**src/rtl/tmr_pkg.sv**
```systemverilog
package tmr_pkg;
  localparam int CNT_W   = 8;
  localparam int SRC_W   = 3;
  localparam int ADDR_W  = 2;

  localparam logic [ADDR_W-1:0] A_MODE = 2'd0;
  localparam logic [ADDR_W-1:0] A_CNT  = 2'd1;
  localparam logic [ADDR_W-1:0] A_FLAG = 2'd2;

  typedef struct packed {
    logic             reload_en;  // bit 7
    logic             down;       // bit 6
    logic             fall_edge;  // bit 5
    logic [SRC_W-1:0] src;        // bits 2:0
  } tmr_mode_t;

  localparam logic [SRC_W-1:0] SRC_SUB = 3'd6;
  localparam logic [SRC_W-1:0] SRC_EXT = 3'd7;
endpackage

```
**src/rtl/tmr_rst_sync.sv**
```systemverilog
module tmr_rst_sync #(
  parameter int STAGES = 2
) (
  input  logic clk,
  input  logic rst_n,
  output logic rst_n_sync
);
  logic [STAGES-1:0] chain_q;

  always_ff @(posedge clk or negedge rst_n) begin
    if (!rst_n) chain_q <= '0;
    else        chain_q <= {chain_q[STAGES-2:0], 1'b1};
  end

  assign rst_n_sync = chain_q[STAGES-1];
endmodule

```
**src/rtl/tmr_src_sel.sv**
```systemverilog
module tmr_src_sel
  import tmr_pkg::*;
#(
  parameter int SYS_TAPS    = 6,
  parameter int SYNC_STAGES = 2
) (
  input  logic                clk,
  input  logic                rst_n,
  input  logic [SYS_TAPS-1:0] tick_in,
  input  logic                sub_tick,
  input  logic                ext_evt,
  input  logic [SRC_W-1:0]    src,
  input  logic                fall_edge,
  output logic                step
);
  localparam int N_SRC = 1 << SRC_W;

  logic [SYNC_STAGES-1:0] sync_q, sync_d;
  logic                   prev_q, prev_d;
  logic                   ext_edge;
  logic [N_SRC-1:0]       taps;

  always_comb begin
    sync_d = {sync_q[SYNC_STAGES-2:0], ext_evt};
    prev_d = sync_q[SYNC_STAGES-1];
  end

  always_ff @(posedge clk or negedge rst_n) begin
    if (!rst_n) begin
      sync_q <= '0;
      prev_q <= 1'b0;
    end else begin
      sync_q <= sync_d;
      prev_q <= prev_d;
    end
  end

  assign ext_edge = fall_edge ? (prev_q & ~sync_q[SYNC_STAGES-1])
                              : (~prev_q & sync_q[SYNC_STAGES-1]);

  genvar gi;
  generate
    for (gi = 0; gi < N_SRC; gi++) begin : g_tap
      if (gi < SYS_TAPS) begin : g_sys
        assign taps[gi] = tick_in[gi];
      end else if (gi == int'(SRC_SUB)) begin : g_sub
        assign taps[gi] = sub_tick;
      end else if (gi == int'(SRC_EXT)) begin : g_ext
        assign taps[gi] = ext_edge;
      end else begin : g_none
        assign taps[gi] = 1'b0;
      end
    end
  endgenerate

  assign step = taps[src];
endmodule

```
**src/rtl/tmr_count_core.sv**
```systemverilog
module tmr_count_core #(
  parameter int W = 8
) (
  input  logic         clk,
  input  logic         rst_n,
  input  logic         step,
  input  logic         down,
  input  logic         reload_en,
  input  logic         load_we,
  input  logic [W-1:0] load_wdata,
  input  logic [W-1:0] load_q,
  output logic [W-1:0] cnt_o,
  output logic         wrap_o
);
  localparam logic [W-1:0] CNT_MAX = {W{1'b1}};
  localparam logic [W-1:0] CNT_MIN = '0;

  logic [W-1:0] cnt_q, cnt_d;
  logic         at_edge;
  logic         cnt_en;

  assign at_edge = down ? (cnt_q == CNT_MIN) : (cnt_q == CNT_MAX);
  assign wrap_o  = step & ~load_we & at_edge;
  assign cnt_en  = load_we | step;

  always_comb begin
    cnt_d = cnt_q;
    if (load_we) begin
      cnt_d = load_wdata;
    end else if (step) begin
      if (at_edge && reload_en) cnt_d = load_q;
      else if (down)            cnt_d = cnt_q - 1'b1;
      else                      cnt_d = cnt_q + 1'b1;
    end
  end

  always_ff @(posedge clk or negedge rst_n) begin
    if (!rst_n)      cnt_q <= '0;
    else if (cnt_en) cnt_q <= cnt_d;
  end

  assign cnt_o = cnt_q;
endmodule

```
**src/rtl/tmr_regs.sv**
```systemverilog
module tmr_regs
  import tmr_pkg::*;
(
  input  logic              clk,
  input  logic              rst_n,
  input  logic [ADDR_W-1:0] addr,
  input  logic              wr_en,
  input  logic [CNT_W-1:0]  wr_data,
  input  logic [CNT_W-1:0]  cnt,
  input  logic              wrap,
  output tmr_mode_t         mode,
  output logic [CNT_W-1:0]  load_q,
  output logic              load_we,
  output logic              flag_clr,
  output logic              flag,
  output logic [CNT_W-1:0]  rd_data
);
  tmr_mode_t        mode_q, mode_d;
  logic [CNT_W-1:0] load_d;
  logic             flag_q, flag_d;
  logic             mode_we;

  assign mode_we  = wr_en && (addr == A_MODE);
  assign load_we  = wr_en && (addr == A_CNT);
  assign flag_clr = wr_en && (addr == A_FLAG) && !wr_data[0];

  always_comb begin
    mode_d = mode_q;
    if (mode_we) begin
      mode_d.reload_en = wr_data[7];
      mode_d.down      = wr_data[6];
      mode_d.fall_edge = wr_data[5];
      mode_d.src       = wr_data[SRC_W-1:0];
    end
    load_d = load_we ? wr_data : load_q;
    if (wrap)          flag_d = 1'b1;
    else if (flag_clr) flag_d = 1'b0;
    else               flag_d = flag_q;
  end

  always_ff @(posedge clk or negedge rst_n) begin
    if (!rst_n) begin
      mode_q <= '0;
      load_q <= '0;
      flag_q <= 1'b0;
    end else begin
      if (mode_we) mode_q <= mode_d;
      if (load_we) load_q <= load_d;
      flag_q <= flag_d;
    end
  end

  always_comb begin
    case (addr)
      A_MODE:  rd_data = {mode_q.reload_en, mode_q.down, mode_q.fall_edge,
                          2'b11, mode_q.src};
      A_CNT:   rd_data = cnt;
      A_FLAG:  rd_data = {{(CNT_W-1){1'b0}}, flag_q};
      default: rd_data = '0;
    endcase
  end

  assign mode = mode_q;
  assign flag = flag_q;
endmodule

```
**src/rtl/updown_reload_timer.sv**
```systemverilog
module updown_reload_timer
  import tmr_pkg::*;
#(
  parameter int SYS_TAPS    = 6,
  parameter int SYNC_STAGES = 2
) (
  input  logic                clk,
  input  logic                rst_n,
  input  logic [SYS_TAPS-1:0] tick_in,
  input  logic                sub_tick,
  input  logic                ext_evt,
  input  logic [ADDR_W-1:0]   addr,
  input  logic                wr_en,
  input  logic [CNT_W-1:0]    wr_data,
  output logic [CNT_W-1:0]    rd_data,
  output logic                irq_o
);
  logic             rst_n_sync;
  tmr_mode_t        mode;
  logic [CNT_W-1:0] load_q;
  logic [CNT_W-1:0] cnt;
  logic             load_we;
  logic             flag_clr;
  logic             step;
  logic             wrap;

  tmr_rst_sync #(.STAGES(2)) u_rst (
    .clk(clk), .rst_n(rst_n), .rst_n_sync(rst_n_sync)
  );

  tmr_src_sel #(.SYS_TAPS(SYS_TAPS), .SYNC_STAGES(SYNC_STAGES)) u_src (
    .clk(clk), .rst_n(rst_n_sync), .tick_in(tick_in), .sub_tick(sub_tick),
    .ext_evt(ext_evt), .src(mode.src), .fall_edge(mode.fall_edge), .step(step)
  );

  tmr_count_core #(.W(CNT_W)) u_cnt (
    .clk(clk), .rst_n(rst_n_sync), .step(step), .down(mode.down),
    .reload_en(mode.reload_en), .load_we(load_we), .load_wdata(wr_data),
    .load_q(load_q), .cnt_o(cnt), .wrap_o(wrap)
  );

  tmr_regs u_regs (
    .clk(clk), .rst_n(rst_n_sync), .addr(addr), .wr_en(wr_en),
    .wr_data(wr_data), .cnt(cnt), .wrap(wrap), .mode(mode), .load_q(load_q),
    .load_we(load_we), .flag_clr(flag_clr), .flag(irq_o), .rd_data(rd_data)
  );
endmodule

```
**config.mk**
```make
export PLATFORM = sky130hd
export DESIGN_NAME = updown_reload_timer
export DESIGN_NICKNAME = d
export VERILOG_FILES = /design/src/rtl/tmr_pkg.sv /design/src/rtl/tmr_rst_sync.sv /design/src/rtl/tmr_src_sel.sv /design/src/rtl/tmr_count_core.sv /design/src/rtl/tmr_regs.sv /design/src/rtl/updown_reload_timer.sv
export SDC_FILE = /design/constraint.sdc
export NUM_CORES = 1
export LEC_CHECK = 0
export BUFFER_PORTS_ARGS = -buffer_cell sky130_fd_sc_hd__buf_2
export CORE_ASPECT_RATIO = 1.1
export CORE_MARGIN = 2
export CORE_UTILIZATION = 51
export DETAILED_ROUTE_END_ITERATION = 12
export PLACE_DENSITY_LB_ADDON = 0.12
export SYNTH_ARGS = -nofsm -noshare
export SYNTH_HDL_FRONTEND = slang
export SYNTH_SLANG_ARGS = --single-unit
```
**constraint.sdc**
```tcl
create_clock -name clk -period 1.2 [get_ports clk]
set_clock_uncertainty 0.2 [all_clocks]
set_input_delay 0 -clock clk [delete_from_list [all_inputs] [get_ports clk]]
set_output_delay 0 -clock clk [all_outputs]
set_load 0.01 [all_outputs]
```
Word level (Yosys, flattened, before mapping)
Index checks and enable logic that the tools add are counted.
- register bits after elaboration: 28
- latch bits: 0
- bits in writable memories: 0
- memory bits (read-only): 0
- input port bits: 21
- output and inout port bits: 9
- logic and storage cells: 46
- memories: 0
- $add $sub $neg: 2
- multiply operators: 0
- divide/modulo/power cells: 0
- magnitude comparators: 1
- eq/ne operators: 3
- shift operators: 0
- muxes and demuxes: 11
- bitwise operators: 8
- reduce and logical (&&, ||, !) cells: 11
- operators by type and width (cell ; count):
    $mux W8 ; 4
    $pmux W8 S3 ; 1
    $add A8 B1 Y8 const B ; 1
    $eq A8 B8 Y1 const B ; 1
    $logic_not A8 Y1 ; 1
    $sub A8 B1 Y8 const B ; 1
    $logic_and A1 B1 Y1 ; 5
    $mux W1 ; 5
    $and A1 B1 Y1 ; 4
    $lt A3 B4 Y1 const B ; 1
    $reduce_bool A2 Y1 ; 2
    $bmux W1 S3 ; 1
    $not A1 Y1 ; 3
    $eq A2 B1 Y1 const B ; 1
    $eq A2 B2 Y1 const B ; 1
    $logic_not A2 Y1 ; 1
    $reduce_and A2 Y1 ; 1
    $logic_not A1 Y1 ; 1
    $or A1 B1 Y1 ; 1

Depth between registers and ports, before layout
- depth in word-level cells: 8
- mapped depth: 8
- gate-level depth less buffers: 8

Modules after synthesis
Synthesis repeated with hierarchy kept, for this count alone.
- cell total of the unflattened synthesis: 168
- area, all modules: 1770.4 um^2
- by module, submodules not included (module ; times used ; cells each ; area an instance (um^2) ; seq. area each (um^2)):
    tmr_count_core ; 1 ; 98 ; 839.6 ; 200.2
    tmr_regs ; 1 ; 54 ; 715.7 ; 375.4
    tmr_src_sel ; 1 ; 13 ; 161.4 ; 75.1
    tmr_rst_sync ; 1 ; 3 ; 53.8 ; 50.0

Worst setup path after synthesis
OpenSTA, ideal clock, no wires.
- path type: reg2reg
- from: register u_regs.mode_q, in the netlist u_regs.mode[4]
- to: register u_cnt.cnt_q[6] (netlist: u_cnt.cnt_o[6])
- setup time: 0.120 ns
- arrival time: 1.730 ns
- data required time: 0.880 ns
- slack: -0.850 ns
- cell stages (with the launch flop): 8
- path buffers: 0
- clock period less this slack: 2.050 ns
- path through: dfrtp_1 ha_1 nor2b_1 o31a_1 o21a_1 nor2_1 xnor2_1 a31o_1
- longest elaborated chain between the ends: 5
- elaborated cells between the ends (all ways): 6
- classes of those cells: 5 x mux; 1 x reduce/logical
- ends and longest elaborated chain (item ; RTL line ; RTL):
    start, declared ; tmr_regs.sv:18 ; tmr_mode_t mode_q, mode_d;
    start signal, assigned ; tmr_regs.sv:47 ; if (mode_we) mode_q <= mode_d;
    $mux W1 ; tmr_count_core.sv:22 ; assign at_edge = down ? (cnt_q == CNT_MIN) : (cnt_q == CNT_MAX);
    $logic_and A1 B1 Y1 ; tmr_count_core.sv:31 ; if (at_edge && reload_en) cnt_d = load_q;
    $mux W8 * ; tmr_count_core.sv:31 ;
    $mux W8 * ; tmr_count_core.sv:30 ; end else if (step) begin
    $mux W8 * ; tmr_count_core.sv:28 ; if (load_we) begin
    end signal, assigned ; tmr_count_core.sv:39 ; else if (cnt_en) cnt_q <= cnt_d;
    end, declared ; tmr_count_core.sv:18 ; logic [W-1:0] cnt_q, cnt_d;
Every way passes the cells marked *; elsewhere a longest branch is shown, timed or not. The select of a mux whose other input is x is not followed.
A chain may end at the register's enable or synchronous reset.

Final worst setup path
Ends and elaborated chain as after synthesis.

==> reports/summary.txt <==
status = complete, but fails checks
failing checks = design-rule violations, negative setup slack
Post-Synth Adder-Cell Area = 5.64%
final hold vios = 0
Leakage Power = 1.27 nW
r2r setup slk = -970 ps
hold depth = 4
CP startpoint = u_regs.mode[4]
r2r startpoint = u_regs.mode[4]
distinct cell type count after synthesis = 48
Max VDD drop = 1420 µV
CP Cell Sequence = buf_4 -> ha_4 -> nor2b_2 -> o31a_1 -> o21a_1 -> nor2_1 -> xnor2_1 -> a31o_1
layout cell share with drive strength beyond 1 = 45.0%
I/O Pins = 30
Worst Setup EP = u_cnt.cnt_o[6]
Yosys Warn Count = 0
worst skew pair latency = 340 ps
Clock Tree Buf Depth = 2
Post-DP HPWL = 3480 µm
Ant. Diodes = 0
DR pass1 iterations = 8
fin util = 81.8%
area leader, netlist = dfrtp_1
Crit path largest cell delay = 490 ps
Post-DRT Antenna Nets = 0
CTS Sinks = 28
height of the die = 64.3 µm
top cells by area, synth = dfrtp_1 42%, nand2_1 7.6%, mux2i_1 6.5%
Synth Area in Compound Gates = 15.4%
max-cap viol count = 0
Yosys reg bits = 28
DR WL/cell = 17.6 µm
port bufs = 29
Worst R2R End = u_cnt.cnt_o[6]
Clock Tree Root = clkbuf_4
DRC viols = 1
total gr overflow = 0
largest family of logic cells by synthesized area = simple AND/OR/NAND/NOR gates
met3 usage = 4.05%
global-route wire length before repair = 8170 µm
ys flop type = dfrtp_1
Reg area = 706 µm²
GR Util met2 = 47.9%
Max Freq = 461 MHz
CP Depth = 8
Synthesized Nets = 200
Post-synth EDFFs = 0
Critical Path Start Type = flop
Row Count = 21
drt via density = 5.72
critical path type = reg2reg
Setup WS post-layout = -968 ps
1st-iter DRT viols = 88
CP max FO = 7
# fillers = 186
Place WS = -921 ps
Most Crowded Layer GR = met2
max-slew violation count = 0
footprint of the multi-input gates = 1000 µm²
routing usage on met1 = 38.3%
crit end category = flop
Starting Density = 54.4%
WP data required = 1260 ps
Mapped Avg Cell Area = 9.81 µm²
Total Wirelength = 5200 µm
Critical-path top delay cell = dfrtp_2
fin crit period = 2170 ps
crit share post-route = 181%
sequential area share after synthesis = 41.5%
CTS clk-pin slew, worst paths = 160 ps
path depth of the worst reg2reg path = 8
H-tree Lvls = 1
unrepaired setup endpoints after global routing = yes
Async SR Flop Fraction = 100%
arrival time at the worst endpoint = 2220 ps
GP Congestion = 0.919
antenna violations before repair = 0
Tot GR Track Use = 28.9%
endpoints failing setup = 17
CTS tree = built
Buffers & Inverters on Critical Path = 1
Layout area overhead = 50.4%
count leader, synth = nand2_1
die area = 3780 µm²
Synth top cells by count = 34 x nand2_1, 28 x dfrtp_1, 14 x nor2_1, 11 x mux2i_1, 7 x inv_1
PwrDens = 2100 nW/µm²
Hold Path Class = in2reg
synthesized area = 1690 µm²
post-synthesis simple-gate area fraction = 19.0%
multiplexer share of the synthesized area = 11.2%
Final nets = 291
number of buffers created by CTS = 3
pin count of the biggest net entering global routing = 26
number of global-route vias before repair = 1709
cell count after synthesis = 172
share of the synthesized area in the top cell type = 41.5%
vias = 1694
CORE AREA = 3100 µm²
CP top delay family = compound AO/OA/AOI/OAI gates
Die Wd = 58.8 µm
Post-Synth XOR/XNOR Area = 3.12%
placed cells by master, fill, tap and decap left out, types with 3 or more instances in the layout:
master,n
buf_4,38
nand2_1,32
buf_2,29
dfrtp_1,24
nor2_1,14
dlygate4sd3_1,14
mux2i_1,11
buf_6,10
inv_1,6
mux2_2,5
xnor2_1,5
ha_1,5
a21oi_1,4
o21ai_0,4
dfrtp_2,4
a21o_1,3
o21a_1,3
o211ai_1,3
clkbuf_4,3
cell families (layout without fill, tap and decap cells):
logic type	count (synthesis)	after routing
buf+inv	13	103
xor+xnor	6	6
fa+ha+maj	7	7
compound gates	34	34
simple gates	66	66
mux	17	17
flops	28	28
other cells	1	1
layout make-up:
cell class	instances	area share, %
Timing Repair Buffer	92	27.7
Sequential cell	28	27.8
Inverter	7	1.13
Clock buffer	3	0.888
Clock inverter	1	1.18
Tap cell	34	1.68
Multi-Input combinational cell	131	39.6
worst min-delay path: stages:
cell and delay [ps]:
buf_2 80, and3b_2 210, buf_4 160, o21ai_0 80
worst min-delay path by stage:
stage / end / slack [ps] / startpoint
final: u_regs.load_q[6] / 10 / addr[0]
after CTS: u_regs.load_q[6] / 20 / addr[0]
after global routing: u_regs.load_q[6] / 30 / addr[0]
after detailed placement: u_rst.chain_q[1] / -410 / rst_n
after floorplan: u_rst.chain_q[0] / -500 / rst_n
after global placement: u_rst.chain_q[1] / -420 / rst_n
routing by layer:
metal | share of wire (%) | up-vias | routed length (µm)
li1 | - | 777 | -
met1 | 41 | 845 | 2120
met2 | 51 | 57 | 2680
met3 | 4.6 | 15 | 239
met4 | 3.3 | 0 | 171
met5 | 0 | - | 0
what timing repair did:
item | CTS | global route
setup endpoints to repair | 17 | 19
buffers inserted | 3 | 2
hold buffers | 14 | 0
pin swaps | 3 | 2
hold endpoints to repair | 27 | 0
resized for setup | 16 | 13
flip-flops by register name (all words and copies together), names as in the netlist:
register / cells
u_regs.mode: 6
u_regs.flag: 1
u_rst.chain_q: 2
u_cnt.cnt_o: 8
u_src.prev_q: 1
u_regs.load_q: 8
u_src.sync_q: 2
metrics by stage:
step	std cells	TNS [ps]	cell area, µm²	total power, W	hold slack, ps
after floorplan	172	-6380	1710	0.00300	-496
after global placement	273	-7950	2190	0.00401	-417
after detailed placement	273	-8620	2190	0.00410	-407
after CTS	294	-9980	2470	0.00501	17.9
after global routing	296	-11550	2540	0.00562	26.4
final	296	-10260	2540	0.00531	12.4
power breakdown:
part	leakage (nW)	switching [W]	internal (W)
clock	0.0279	0.000308	0.000338
sequential	0.333	0.000272	0.00119
combinational	0.912	0.00148	0.00172
(Power assumes the default switching activity.)
